==> src/rtl/capt_timer_pkg.sv <==
package capt_timer_pkg;
  // mode word field positions (neighbour logic decodes these)
  localparam int M_SEL_LO   = 0;
  localparam int M_INV      = 3;
  localparam int M_GATE_LO  = 4;
  localparam int M_STOPB    = 18;
  localparam int M_DISB     = 19;
  localparam int M_TEDGE_LO = 8;
  localparam int M_TSRC     = 10;
  localparam int M_AEDGE_LO = 11;
  localparam int M_BEDGE_LO = 13;
  localparam int M_SUB_LO   = 15;
  localparam int MODE_W     = 20;

  localparam logic [2:0] A_CMD = 3'd0, A_MODE = 3'd1, A_CNT = 3'd2,
                         A_CAPA = 3'd3, A_CAPB = 3'd4, A_STAT = 3'd5, A_MASK = 3'd6;

  // edge coding: 0 none, 1 rising, 2 falling, 3 either
  function automatic logic edge_match(input logic [1:0] sel, input logic prev, input logic cur);
    case (sel)
      2'd1:    return !prev && cur;
      2'd2:    return prev && !cur;
      2'd3:    return prev ^ cur;
      default: return 1'b0;
    endcase
  endfunction

  // number of qualifying edges minus one before a load
  function automatic logic [3:0] sub_limit(input logic [2:0] code);
    case (code)
      3'd0:    return 4'd0;
      3'd1:    return 4'd1;
      3'd2:    return 4'd3;
      3'd3:    return 4'd7;
      default: return 4'd15;
    endcase
  endfunction
endpackage

==> src/rtl/ct_edge_sel.sv <==
module ct_edge_sel (
  input  logic       clk,
  input  logic       rst_n,
  input  logic       sig,
  input  logic [1:0] sel,
  output logic       hit
);
  import capt_timer_pkg::*;
  logic prev_q;
  always_ff @(posedge clk) begin
    if (!rst_n) prev_q <= 1'b0;
    else        prev_q <= sig;
  end
  assign hit = edge_match(sel, prev_q, sig);
endmodule

==> src/rtl/ct_counter.sv <==
module ct_counter #(
  parameter int CNT_W = 16,
  parameter int NSRC  = 8,
  parameter int NGATE = 3
) (
  input  logic             clk,
  input  logic             rst_n,
  input  logic [NSRC-1:0]  src_clk,
  input  logic [NGATE-1:0] gate_in,
  input  logic [2:0]       src_sel,
  input  logic             src_inv,
  input  logic [1:0]       gate_sel,
  input  logic             run,
  input  logic             trig,
  output logic [CNT_W-1:0] count,
  output logic             tick,
  output logic             pend,
  output logic             ovf_evt
);
  logic raw, gated, prev_q;

  always_comb begin
    raw = 1'b0;
    for (int i = 0; i < NSRC; i++)
      if (int'(src_sel) == i) raw = src_clk[i];
    gated = raw ^ src_inv;
    for (int g = 0; g < NGATE; g++)
      if (int'(gate_sel) == g + 1) gated = gated & gate_in[g];
  end

  assign tick    = gated && !prev_q && run;
  assign ovf_evt = tick && !pend && (count == {CNT_W{1'b1}});

  always_ff @(posedge clk) begin
    if (!rst_n) begin
      prev_q <= 1'b0;
      count  <= '0;
      pend   <= 1'b0;
    end else begin
      prev_q <= gated;
      if (tick) count <= pend ? '0 : count + 1'b1;
      if (trig)      pend <= 1'b1;
      else if (tick) pend <= 1'b0;
    end
  end
endmodule

==> src/rtl/ct_capture.sv <==
module ct_capture #(
  parameter int CNT_W = 16
) (
  input  logic             clk,
  input  logic             rst_n,
  input  logic             a_hit,
  input  logic             b_hit,
  input  logic [2:0]       sub_code,
  input  logic             trig,
  input  logic [CNT_W-1:0] count,
  input  logic             a_read,
  input  logic             b_read,
  output logic [CNT_W-1:0] cap_a_q,
  output logic [CNT_W-1:0] cap_b_q,
  output logic             a_load,
  output logic             b_load,
  output logic             a_done,
  output logic             ovr_evt
);
  import capt_timer_pkg::*;
  logic [3:0] sub_q;
  logic       stage_hit, sub_ok, a_unread, b_unread;

  assign stage_hit = a_done ? b_hit : a_hit;
  assign sub_ok    = (sub_q == sub_limit(sub_code));
  assign a_load    = !trig && !a_done && a_hit && sub_ok;
  assign b_load    = !trig && a_done && b_hit && sub_ok;
  assign ovr_evt   = (a_load && a_unread) || (b_load && b_unread);

  always_ff @(posedge clk) begin
    if (!rst_n) begin
      sub_q <= '0; a_done <= 1'b0; a_unread <= 1'b0; b_unread <= 1'b0;
      cap_a_q <= '0; cap_b_q <= '0;
    end else begin
      if (trig) begin
        sub_q  <= '0;
        a_done <= 1'b0;
      end else if (stage_hit) begin
        sub_q <= sub_ok ? 4'd0 : sub_q + 4'd1;
        if (sub_ok) a_done <= !a_done;
      end
      if (a_load) cap_a_q <= count;
      if (b_load) cap_b_q <= count;
      a_unread <= a_load || (a_unread && !a_read);
      b_unread <= b_load || (b_unread && !b_read);
    end
  end
endmodule

==> src/rtl/capture_timer.sv <==
module capture_timer #(
  parameter int CNT_W  = 16,
  parameter int NSRC   = 8,
  parameter int NGATE  = 3,
  parameter int DATA_W = 32
) (
  input  logic              clk,
  input  logic              rst_n,
  input  logic [NSRC-1:0]   src_clk,
  input  logic [NGATE-1:0]  gate_in,
  input  logic              cap_a,
  input  logic              cap_b,
  input  logic              reg_wr,
  input  logic              reg_rd,
  input  logic [2:0]        reg_addr,
  input  logic [DATA_W-1:0] reg_wdata,
  output logic [DATA_W-1:0] reg_rdata,
  output logic              irq
);
  import capt_timer_pkg::*;
  localparam int NFLAG = 5;

  logic [MODE_W-1:0] mode_q;
  logic [NFLAG-1:0]  mask_q, stat_q, stat_ev;
  logic              clk_en, stopped, run;
  logic              cmd_wr, en_cmd, dis_cmd, sw_trig, ext_trig, trig_any;
  logic [CNT_W-1:0]  count, cap_a_q, cap_b_q;
  logic              tick, pend, ovf_evt, ovr_evt, a_load, b_load, a_done;
  logic [1:0]        cap_hit;
  logic              stat_rd;

  assign cmd_wr   = reg_wr && reg_addr == A_CMD;
  assign en_cmd   = cmd_wr && reg_wdata[0];
  assign dis_cmd  = cmd_wr && reg_wdata[1];
  assign sw_trig  = cmd_wr && reg_wdata[2];
  assign trig_any = sw_trig || ext_trig;
  assign run      = clk_en && !stopped;
  assign stat_rd  = reg_rd && reg_addr == A_STAT;

  ct_edge_sel u_trig (
    .clk, .rst_n,
    .sig (mode_q[M_TSRC] ? cap_b : cap_a),
    .sel (mode_q[M_TEDGE_LO +: 2]),
    .hit (ext_trig)
  );

  for (genvar k = 0; k < 2; k++) begin : g_cap_edge
    localparam int LO = (k == 0) ? M_AEDGE_LO : M_BEDGE_LO;
    ct_edge_sel u_edge (
      .clk, .rst_n, .sig(cap_a), .sel(mode_q[LO +: 2]), .hit(cap_hit[k])
    );
  end

  ct_counter #(.CNT_W(CNT_W), .NSRC(NSRC), .NGATE(NGATE)) u_cnt (
    .clk, .rst_n, .src_clk, .gate_in,
    .src_sel (mode_q[M_SEL_LO +: 3]),
    .src_inv (mode_q[M_INV]),
    .gate_sel(mode_q[M_GATE_LO +: 2]),
    .run, .trig(trig_any), .count, .tick, .pend, .ovf_evt
  );

  ct_capture #(.CNT_W(CNT_W)) u_cap (
    .clk, .rst_n,
    .a_hit(cap_hit[0]), .b_hit(cap_hit[1]),
    .sub_code(mode_q[M_SUB_LO +: 3]),
    .trig(trig_any), .count,
    .a_read(reg_rd && reg_addr == A_CAPA),
    .b_read(reg_rd && reg_addr == A_CAPB),
    .cap_a_q, .cap_b_q, .a_load, .b_load, .a_done, .ovr_evt
  );

  assign stat_ev = {ext_trig, b_load, a_load, ovr_evt, ovf_evt};

  always_ff @(posedge clk) begin
    if (!rst_n) begin
      mode_q <= '0; mask_q <= '0; stat_q <= '0;
      clk_en <= 1'b0; stopped <= 1'b0;
    end else begin
      if (reg_wr && reg_addr == A_MODE) mode_q <= reg_wdata[MODE_W-1:0];
      if (reg_wr && reg_addr == A_MASK) mask_q <= reg_wdata[NFLAG-1:0];
      stat_q <= (stat_rd ? '0 : stat_q) | stat_ev;
      if (dis_cmd || (b_load && mode_q[M_DISB])) clk_en <= 1'b0;
      else if (en_cmd)                           clk_en <= 1'b1;
      if (trig_any)                              stopped <= 1'b0;
      else if (b_load && mode_q[M_STOPB])        stopped <= 1'b1;
    end
  end

  always_comb begin
    reg_rdata = '0;
    case (reg_addr)
      A_MODE: reg_rdata = DATA_W'(mode_q);
      A_CNT:  reg_rdata = DATA_W'(count);
      A_CAPA: reg_rdata = DATA_W'(cap_a_q);
      A_CAPB: reg_rdata = DATA_W'(cap_b_q);
      A_STAT: reg_rdata = DATA_W'({clk_en, 3'b000, stat_q});
      A_MASK: reg_rdata = DATA_W'(mask_q);
      default: reg_rdata = '0;
    endcase
  end

  assign irq = |(stat_q & mask_q);
endmodule

==> config.mk <==
export PLATFORM = sky130hd
export DESIGN_NAME = capture_timer
export DESIGN_NICKNAME = d
export VERILOG_FILES = /design/src/rtl/capt_timer_pkg.sv /design/src/rtl/ct_edge_sel.sv /design/src/rtl/ct_counter.sv /design/src/rtl/ct_capture.sv /design/src/rtl/capture_timer.sv
export SDC_FILE = /design/constraint.sdc
export NUM_CORES = 1
export LEC_CHECK = 0
export ABC_AREA = 1
export CAP_MARGIN = 20
export CORE_MARGIN = 1
export CORE_UTILIZATION = 35
export CTS_CLUSTER_SIZE = 12
export DETAILED_ROUTE_END_ITERATION = 16
export DONT_BUFFER_PORTS = 1
export SYNTH_ARGS = -nofsm -noshare
export SYNTH_HDL_FRONTEND = slang
export SYNTH_SLANG_ARGS = --single-unit
export TNS_END_PERCENT = 100
==> constraint.sdc <==
create_clock -name clk -period 4.75 [get_ports clk]
set_clock_uncertainty 0.05 [all_clocks]
set_input_delay 0.95 -clock clk [delete_from_list [all_inputs] [get_ports clk]]
set_output_delay 0.95 -clock clk [all_outputs]
set_load 0.05 [all_outputs]
Yosys cells after proc, flatten, opt, wreduce, memory -nomap -nowiden
Index checks and enable logic that the tools add are counted.

Flip-flop bits (word level): 91. Latch bits: 0. Memory bits (writable): 0. Bits in read-only memories: 0. Input bits: 52. Word-level logic and storage cells: 134. Memories: 0.

Add/sub/neg operators: 2. $mul: 0. Divide/modulo/power cells: 0. $lt $le $gt $ge: 0. Equality and inequality tests: 30. Shift operators: 0. Multiplexer cells: 23. Bitwise logic cells: 9. Reductions and logical operators: 54.

Operators with widths (count): case mux 20 bit (6 select lines) (1); logical AND 1 bit (30); equality test 3 bit, second input constant (7); equality test 3 x 2 -> 1 bit, second input constant (6); adder 16 x 1 -> 16 bit, second input constant (1); equality test 16 bit, second input constant (1); equality test 2 bit, second input constant (8); two-way mux 16 bit (1); case mux 4 bit (4 select lines) (1); two-way mux 1 bit (15); logical NOT 1 bit (11); equality test 3 x 1 -> 1 bit, second input constant (3); logical NOT 3 bit (3); case mux 1 bit (3 select lines) (3); equality test 2 x 1 -> 1 bit, second input constant (4); AND 5 bit (1); logical OR 1 bit (5); two-way mux 5 bit (1); bitwise OR 5 bit (1); OR reduction 5 bit (1); adder 4 x 1 -> 4 bit, second input constant (1); equality test 4 bit (1); two-way mux 4 bit (1); OR reduction 2 bit (2); 5 further kinds (9).

Depth between registers and ports, before layout
Word-level depth: 21. Mapped depth: 14. Gate-level depth less buffers: 14.

By module
Synthesis repeated with hierarchy kept, for this count alone.

Cells, all modules: 894. Area total of the unflattened synthesis: 5706.7 µm².

Modules (own cells, without submodules): capture_timer (instances 1, cells an instance 377, area each 2371.0 µm², seq. area each 640.6 µm²); ct_capture (instances 1, cells an instance 281, area each 1814.2 µm², seq. area each 780.7 µm²); ct_counter (instances 1, cells an instance 194, area each 1247.4 µm², seq. area each 360.3 µm²); ct_edge_sel (instances 3, cells an instance 14, area each 91.3 µm², seq. area each 20.0 µm²).

Least setup slack after synthesis
OpenSTA, ideal clock, no wires.

Path type: input-to-output. From: input port reg_addr[2]. To: output port reg_rdata[10]. Data arrival time: 2.286 ns. Path slack: 1.464 ns. Stages on the path: 4. Path through: inv_1 nand3_1 clkbuf_1 o2111ai_1.

Word-level cells in the longest chain between the ends: 2. Elaborated cells between the ends (all ways): 7. Those cells by class: 6 x eq/ne; 1 x mux.

Ends and longest elaborated chain: from (decl) (line capture_timer.sv:15) `input logic [2:0] reg_addr,`; equality test 3 bit, or another cell as far along (line capture_timer.sv:91) `case (reg_addr)`; case mux 20 bit (6 select lines) * (line capture_timer.sv:91); to (decl) (line capture_timer.sv:17) `output logic [DATA_W-1:0] reg_rdata,`.

Every way passes the cells marked *; elsewhere a longest branch is shown, timed or not.

Worst setup path in the final report
From: input port reg_addr[2]. To: output port reg_rdata[2].

Same word-level chain as after synthesis.

==> results by group <==
Yosys
  – Ys flop type: dfxtp_1
  – Dominant cells by area after synthesis: dfxtp_1, nand2_1, nor2_1, inv_1, a21oi_1
  – Synth warn: 0
  – Yosys top cell area share: 0.390
  – Syn Std Cell Area: 0.00467 mm^2
  – Largest area contributor in the netlist: dfxtp_1
  – Synth top cells by count: nand2_1, dfxtp_1, nor2_1
  – Post-synth ARST share: 0
  – EDFF count, synth: 0
  – Mapped Cells: 659
  – Seq cells post-synth: 91
  – Count leader, synth: nand2_1
  – Netlist cell types: 36
  – Syn_area_per_cell: 7.08 um^2
  – Post-synthesis sequential area ratio: 0.390

Clock tree
  – CTS tree: yes
  – Root Driver: clkbuf_16
  – Clock sink count: 91
  – Clock tree buffer depth: 2
  – Setup bufs post-CTS: 0
  – Clk slew on worst S/H paths: 0.06 ns
  – Htree depth: 3
  – Cts repair resizes: 0
  – Total CTS buffers: 9
  – Worst-Skew Late Latency: 0.33 ns
  – Hold buffer count at CTS: 0

Timing
  – Min cycle time layout: 3.72 ns
  – Final Hold Viols: 0
  – Max Slew Vio Count: 0
  – Tightest Pin Transition: 1.05 ns
  – Period utilization: 0.783
  – Setup ws final: 1.03 ns
  – Fmax: 269 MHz
  – Worst slew margin: 0.300
  – Endpoints failing setup: 0
  – RSZ-0062 raised after global routing: false
  – Setup TNS: 0 ns

Power
  – Reg power frac: 0.451
  – Combinational power share: 0.088
  – Clock network fraction of total power: 0.461
  – Lkg Pwr: 0.00191 uW
  – Switching Share: 0.234
  – Peak supply drop: 0.171 mV
  – Power Dens Cells: 338 mW/mm^2
  – Int Power: 1350 uW
  – Sw Pwr: 414 uW

Setup path
  – Crit. End Element: output port
  – CP Data Arrival Time: 2.72 ns
  – FF-to-FF End: u_cap.cap_a_q[5]
  – Worst r2r src: mode_q[10]
  – R2r setup slk: 1.77 ns
  – CP required: 3.75 ns
  – Critical Path Start: reg_addr[2]
  – Worst Path Max Fanout: 17
  – CP max stage cell: nand3_1
  – Worst Setup EP: reg_rdata[2]
  – CP Class: primary input to output port
  – CP cell instances: inv_1, nand3_1, o21ai_0, a221oi_1, o221ai_1, buf_4
  – Startpoint types: primary input
  – FF-to-FF path depth: 10
  – CP peak stage delay: 0.62 ns

Min path
  – Worst Hold Depth: 2
  – Hold Crit Class: flop to flop

Floorplanning
  – Height of the die: 117 um
  – Chip width: 117 um
  – I/O pin cnt: 85
  – Area of the die: 0.0138 mm^2
  – Rows: 41
  – Initial Util: 0.364
  – Core Area: 0.0128 mm^2

Layout
  – Diodes inserted: 0
  – Multi-input gate area: 0.00237 mm^2
  – Layout cells sized above 1: 0.103
  – Area Overhead vs Synth: 12.0%
  – FF+latch area: 0.00182 mm^2
  – Fillers: 1317
  – Fin nets: 722
  – Finished Layout Cells: 840
  – Final instance area: 0.00523 mm^2

Drt
  – DRC errors left: 0
  – Iteration-0 DRC Markers: 308
  – Post-route ant nets: 0
  – DR WL/cell: 14.8 um
  – DRT Pass-1 Iters: 7
  – Total Wirelength: 12.4 mm
  – Vias after detailed routing: 4320
  – Vias/cell: 5.14

Global route
  – GRT Total Usage: 0.182
  – First-pass GRT wire length: 20.3 mm
  – Initial antenna violation count: 0
  – Largest net degree at the start of global routing: 59
  – Vias in the first global route: 4005
  – GRT Residual Overflow: 0

Placed design
  – DP Area: 0.00484 mm^2
  – RD Place Congestion: 0.918
  – Pre-CTS WS: 1.05 ns
  – Hpwl dp: 8.74 mm
  – I/O Buffers: 0
  – # placed instances: 823

Outcome
  – Run status: finished clean

Run
  – Max Cap Viol: 0
-- cell families (layout without fill, tap and decap cells) --
group,Yosys count,in the layout,synth area share
AND/OR/NAND/NOR,269,269,0.251
AO/OA/AOI/OAI,159,159,0.199
buffers and inverters,116,114,0.111
flip-flops,91,91,0.390
XOR/XNOR,17,17,0.0319
adder cells (fa/ha/maj),6,6,0.0161
other,1,12,0.000804
-- stage by stage --
step | total power [uW] | util | hold slack [ns]
after floorplan | 947 | - | 0.375
after global placement | 961 | 0.377 | 0.384
after detailed placement | 965 | 0.378 | 0.386
after CTS | 1780 | 0.404 | 0.395
final | 1770 | 0.408 | 0.395
after global routing | 1820 | 0.408 | 0.415
-- layout make-up --
class | instances | share of cell area
well taps | 172 | 0.0412
inverters | 77 | 0.0553
clock inverters | 4 | 0.0189
clock buffers | 11 | 0.0464
repair buffers | 22 | 0.0369
flip-flops and latches | 91 | 0.348
multi-input cells | 463 | 0.453
-- worst min-delay path by stage --
stage,end,start
2_1_floorplan,u_cap.cap_a_q[0],u_cap.cap_a_q[0]
3_3_place_gp,u_cap.cap_a_q[4],u_cap.cap_a_q[4]
3_5_place_dp,u_cap.cap_a_q[4],u_cap.cap_a_q[4]
4_1_cts,u_cap.cap_a_q[4],u_cap.cap_a_q[4]
5_1_grt,u_cap.cap_a_q[4],u_cap.cap_a_q[4]
6_report,u_cap.cap_a_q[4],u_cap.cap_a_q[4]
-- sequential cells by signal (all words and copies together) (netlist names) --
| register | flops |
|---|---|
| clk_en | 1 |
| g_cap_edge.u_edge.prev_q | 1 |
| mask_q | 5 |
| mode_q | 20 |
| stat_q | 5 |
| stopped | 1 |
| u_cap.a_done | 1 |
| u_cap.a_unread | 1 |
| u_cap.b_unread | 1 |
| u_cap.cap_a_q | 16 |
| u_cap.cap_b_q | 16 |
| u_cap.sub_q | 4 |
| u_cnt.count | 16 |
| u_cnt.pend | 1 |
| u_cnt.prev_q | 1 |
| u_trig.prev_q | 1 |
-- layout by cell type, fill, tap and decap left out, types with 2 or more instances in the layout --
master / netlist / layout
clkbuf_16: 0 / 9
inv_1: 73 / 73
xor2_1: 14 / 14
conb_1: 1 / 12
dfxtp_1: 91 / 91
a21oi_2: 11 / 11
o221ai_1: 5 / 5
nor3_2: 2 / 2
o21ai_0: 49 / 49
nand4_1: 9 / 9
o2111ai_1: 11 / 11
nand3_2: 2 / 2
nor3_1: 13 / 13
nand3_1: 35 / 35
nor2_4: 2 / 2
a221oi_1: 6 / 6
inv_2: 4 / 4
buf_4: 12 / 20
nand2_1: 110 / 110
xnor2_1: 3 / 3
ha_1: 6 / 6
nand2_2: 11 / 11
o21ai_1: 18 / 18
bufinv_16: 0 / 3
a21oi_1: 54 / 54
nor2_1: 83 / 83
-- layer usage --
metal	global-route usage	up-vias	part of all wire
met5	0	-	0
met4	0.0577	0	0.015
met3	0.0363	14	0.062
met2	0.295	159	0.46
met1	0.242	1991	0.47
li1	-	2156	-
-- worst max-delay path, delay by kind of cell --
family / cells / cell delay, ns
buf+inv: 2 / 0.34
compound gates: 3 / 0.81
simple gates: 1 / 0.62
-- power by group through the flow --
| stage | clock, uW | combinational, uW | sequential (uW) |
|---|---|---|---|
| global placement | 0 | 148 | 813 |
| global route | 853 | 173 | 799 |
| detailed placement | 0 | 151 | 814 |
| finish | 814 | 155 | 797 |
| floorplan | 0 | 139 | 809 |
| CTS | 828 | 152 | 797 |
Power figures use the tool's default switching activity.
